`src/rtl/pie_pkg.sv`:
```
package pie_pkg;
    localparam int STAT_W  = 16;
    localparam int PRIO_W  = 3;
    localparam int VEC_W   = 8;
    localparam logic [STAT_W-1:0] RESET_STAT = 16'h0700;

    typedef logic [PRIO_W-1:0] level_t;

    // status word: user flag at 15, level at [10:8], N/Z/P at [2:0]
    typedef struct packed {
        logic       user;
        logic [3:0] rsv_hi;
        level_t     prio;
        logic [4:0] rsv_lo;
        logic [2:0] cc;
    } stat_t;

    function automatic stat_t enter_irq(stat_t s);
        stat_t r;
        r      = s;
        r.user = 1'b0;
        r.prio = '1;
        return r;
    endfunction
endpackage

```
`src/rtl/pie_prio_enc.sv`:
```
module pie_prio_enc
    import pie_pkg::*;
#(
    parameter int NUM_DEV = 8,
    parameter logic [NUM_DEV*PRIO_W-1:0] LEVELS = '0,
    localparam int IDX_W = (NUM_DEV > 1) ? $clog2(NUM_DEV) : 1
) (
    input  logic [NUM_DEV-1:0] req,
    output logic               any,
    output level_t             lvl,
    output logic [IDX_W-1:0]   idx
);
    always_comb begin
        any = 1'b0;
        lvl = '0;
        idx = '0;
        for (int i = 0; i < NUM_DEV; i++) begin
            // strict compare keeps the lower index on a tie
            if (req[i] && (!any || LEVELS[i*PRIO_W +: PRIO_W] > lvl)) begin
                any = 1'b1;
                lvl = LEVELS[i*PRIO_W +: PRIO_W];
                idx = IDX_W'(i);
            end
        end
    end
endmodule

```
`src/rtl/pie_stat_reg.sv`:
```
module pie_stat_reg
    import pie_pkg::*;
(
    input  logic  clk,
    input  logic  rst,
    input  logic  take_irq,
    input  logic  rti_valid,
    input  stat_t rti_word,
    output stat_t stat_q,
    output logic  viol_q
);
    always_ff @(posedge clk) begin
        if (rst) begin
            stat_q <= stat_t'(RESET_STAT);
            viol_q <= 1'b0;
        end else begin
            viol_q <= 1'b0;
            if (rti_valid) begin
                if (stat_q.user) viol_q <= 1'b1;
                else             stat_q <= rti_word;
            end else if (take_irq) begin
                stat_q <= enter_irq(stat_q);
            end
        end
    end
endmodule

```
`src/rtl/pie_ctrl.sv`:
```
module pie_ctrl
    import pie_pkg::*;
#(
    parameter int NUM_DEV = 8,
    parameter logic [NUM_DEV*3-1:0] LEVELS =
        {3'd5, 3'd7, 3'd3, 3'd6, 3'd2, 3'd4, 3'd4, 3'd1},
    parameter logic [7:0] VEC_BASE = 8'h80
) (
    input  logic               clk,
    input  logic               rst,
    input  logic [NUM_DEV-1:0] irq_req,
    input  logic               rti_valid,
    input  logic [15:0]        rti_psr,
    output logic [15:0]        psr_q,
    output logic               irq_grant,
    output logic [7:0]         irq_vec,
    output logic [15:0]        saved_psr,
    output logic               priv_viol
);
    localparam int IDX_W = (NUM_DEV > 1) ? $clog2(NUM_DEV) : 1;

    logic             enc_any;
    level_t           enc_lvl;
    logic [IDX_W-1:0] enc_idx;
    stat_t            stat;
    logic             take_irq;

    pie_prio_enc #(.NUM_DEV(NUM_DEV), .LEVELS(LEVELS)) u_enc (
        .req (irq_req),
        .any (enc_any),
        .lvl (enc_lvl),
        .idx (enc_idx)
    );

    assign take_irq = enc_any && (enc_lvl > stat.prio) && !rti_valid;

    pie_stat_reg u_stat (
        .clk       (clk),
        .rst       (rst),
        .take_irq  (take_irq),
        .rti_valid (rti_valid),
        .rti_word  (stat_t'(rti_psr)),
        .stat_q    (stat),
        .viol_q    (priv_viol)
    );

    always_ff @(posedge clk) begin
        if (rst) begin
            irq_grant <= 1'b0;
            irq_vec   <= '0;
            saved_psr <= '0;
        end else begin
            irq_grant <= take_irq;
            if (take_irq) begin
                irq_vec   <= VEC_BASE + VEC_W'(enc_idx);
                saved_psr <= stat;
            end
        end
    end

    assign psr_q = stat;
endmodule

```
`config.mk`:
```
export PLATFORM = sky130hd
export DESIGN_NAME = pie_ctrl
export DESIGN_NICKNAME = d
export VERILOG_FILES = /design/src/rtl/pie_pkg.sv /design/src/rtl/pie_prio_enc.sv /design/src/rtl/pie_stat_reg.sv /design/src/rtl/pie_ctrl.sv
export SDC_FILE = /design/constraint.sdc
export NUM_CORES = 1
export LEC_CHECK = 0
export BUFFER_PORTS_ARGS = -buffer_cell sky130_fd_sc_hd__buf_2
export CAP_MARGIN = 20
export CORE_UTILIZATION = 37
export CTS_CLUSTER_SIZE = 20
export DETAILED_ROUTE_END_ITERATION = 8
export MAX_ROUTING_LAYER = met4
export PLACE_DENSITY = 0.75
export SYNTH_ARGS = -nofsm -noshare
export SYNTH_HDL_FRONTEND = slang
export SYNTH_HIERARCHICAL = 1
export SYNTH_SLANG_ARGS = --single-unit
```
`constraint.sdc`:
```
create_clock -name clk -period 2.7 [get_ports clk]
set_input_delay 0.405 -clock clk [delete_from_list [all_inputs] [get_ports clk]]
set_output_delay 0.405 -clock clk [all_outputs]
set_load 0.005 [all_outputs]
```
==> impl_metrics.ini <==
[run_status]
status = complete, but fails checks
failed_checks = design-rule violations

[critical_path]
worst-setup-path-type = input port to flip-flop
reg2reg_slack_ps = 920
critPathRequiredTime_ps = 2910
crit_path_top_delay_cell = o41ai_1
cp_top_family = compound AO/OA/AOI/OAI gates
path_buf_inv = 2
arrival_ps = 2200
cp-end-kind = flip-flop
cp_max_fo = 12
rr_startpoint = u_stat/stat_q[10]
cpPeakStageDelay_ps = 400
r2r_end = saved_psr[15]
cp_cell_sequence = buf_2 > o41ai_1 > ha_1 > nand3_2 > o21ai_2 > nor4b_4 > buf_4 > mux2i_1
reg2reg_depth = 7
critPathLaunchType = input port

[drt]
drc = 10
postRouteAntennaNets = 0
drtIter0Drc = 97
wirelength_um = 3505
via_count = 1450
post_drt_via_cell_ratio = 4.677
wl_per_cell_um = 11.31
firstDrtPassIters = 6

[placed_design]
hpwl_um = 2488
gp_congestion = 0.8744
placed_cells = 303
place_area_um2 = 2067
io_buffers = 64

[grt]
grt_max_degree = 61
grt.overflow.total = 0
grt_pass1_wl_um = 5802
grt_pass1_vias = 1344
grt_usage_pct = 15.31
antenna_found_initial = 0

[clock_tree]
cts_buffers = 5
cts_tree = done
max-clock-path-buffers = 2
hold_buffers = 0
clkTransAtPathRegs_ps = 70
root_buffer = clkbuf_8
cts_max_level = 2
postCtsResizedCells = 0
cts.sinks = 38
cts_setup_buffers = 0
insertion_delay_ps = 280

[floorplanning]
core-area_um2 = 4444
initial_utilization_pct = 39.27
fp-row-count = 24
dieArea_um2 = 4996
die_x_um = 70.69
die_y_um = 70.69
ios = 69

[sta]
slew_headroom_pct = 46.00
hold_ws_ps = 356.4
finalMaxSlewViolations = 0
worstMarginPinSlew_ps = 810.0
rsz0062_at_grt = no
setup_viol = 0
fin_crit_sh_pct = 73.71
clock_skew_ps = 2.417
hold_viol_final = 0
fin_setup_tns_ps = 0
fin_crit_ps = 1990
clock.fmax_ghz = 0.5025

[finish]
fin_area_um2 = 2146
n_antenna_cell = 0
synthToLayoutAreaGrowth_pct = 22.94
final_cell_count_no_fill = 310
drive_gt1_share_pct = 30.23
finalNetCount = 288
final_util_pct = 48.28

[synthesis]
yosysTopAreaCellShare_pct = 43.58
yosys-top-cells-area = dfxtp_1 44%, nand2b_1 14%, mux2i_1 11%
synth_cell_types = 26
ys_warn_count = 6
syn_area_per_cell_um2 = 8.905
yosysSeqAreaShare_pct = 43.58
ys_ff_latch = 38
synth_cells = 196
netlist_area_um2 = 1745
yosys.area.top_type = dfxtp_1

[pwr]
power.density_nw_per_um2 = 546.5
power_leakage_nw = 0.9978
irDropWorstVdd_uv = 296.0

[job]
max-cap-violations = 0

[worst_hold_path]
hold_depth = 3
min-delay-start = rti_psr[7]
hold_path_class = input port to flip-flop
holdPathEnd = u_stat/stat_q[7]
[worst max path at each step]
stage / slack, ps / cells past startpoint / to / start
after floorplan: 570 / 10 / u_stat/stat_q[15] / irq_req[1]
after global placement: 470 / 9 / saved_psr[1] / irq_req[1]
after detailed placement: 380 / 8 / saved_psr[15] / irq_req[1]
after CTS: 680 / 8 / saved_psr[15] / irq_req[1]
after global routing: 580 / 8 / saved_psr[15] / irq_req[1]
final: 710 / 8 / saved_psr[15] / irq_req[1]
[cells in the mapped netlist]
cell type   n
buf_4       6
clkbuf_1    6
inv_1       8
mux2i_1    19
nand3_2     1
o21ai_2     1
and2b_1     1
nand2b_1   39
or4_1       1
nor2_1      8
o31ai_1     1
o41ai_1     2
nor3_2      1
nand2_1    29
o21ba_1     1
nor4b_4     1
a211oi_2    1
buf_6       2
nor3_1      3
dfxtp_1    38
ha_1        3
conb_1      1
nor2b_1     1
o21ai_0     2
o31a_1      1
a21oi_1    19
[placed cells by master (no fill, tap or decap), types with 2 or more instances in the layout]
cell      count
clkinv_2      2
nor3_1        3
clkbuf_8      5
mux2i_1      19
a21oi_1      19
o41ai_1       2
buf_4         2
nand2_1      29
dfxtp_1      38
nor2_1        8
o21ai_0       2
buf_2        64
nand2b_1     39
ha_1          3
conb_1        4
inv_1         8
[layer usage]
metal	track usage [%]	up-vias	wire length (um)
li1	-	758	-
met1	17.05	642	1537
met2	25.85	46	1696
met3	3.989	4	234
met4	6.667	0	36
met5	-	-	0
[power by group]
part	leakage, nW	internal (mW)	switching (mW)
sequential	0.310	0.594	0.0204
clock	0.0438	0.173	0.184
combinational	0.644	0.0980	0.103
[per-stage QoR]
step / power (mW) / setup slack (ps)
after floorplan: 0.7617 / 567.0
after global placement: 0.8275 / 465.4
after detailed placement: 0.8309 / 381.3
after CTS: 1.195 / 681.7
after global routing: 1.247 / 576.7
final: 1.173 / 709.9
[kinds of logic after synthesis]
logic type | synth area share (%)
compound gates | 9.749
simple gates | 26.52
mux | 10.90
flops | 43.58
fa+ha+maj | 2.151
other cells | 0.2148
buf+inv | 6.881
[flip-flops by register name (all words and copies together), names as in the netlist]
register / flops
irq_grant: 1
u_stat/stat_q: 16
saved_psr: 16
u_stat/viol_q: 1
irq_vec: 4
[tightest hold or removal path, delay by kind of cell]
family | cells | cell delay [ps]
buffers and inverters | 1 | 90
and+or+nand+nor | 1 | 50
AOI/OAI and AO/OA | 1 | 50
[layout make-up]
class                      count  area [um^2]
clock buffer                   5        68.82
clock inverter                 2        10.01
fill                         439         2298
inverter                       8        30.03
multi-input combinational    139        875.8
sequential                    38        760.7
tap                           52        65.06
timing repair buffer          66        335.3
(Power assumes the default switching activity.)
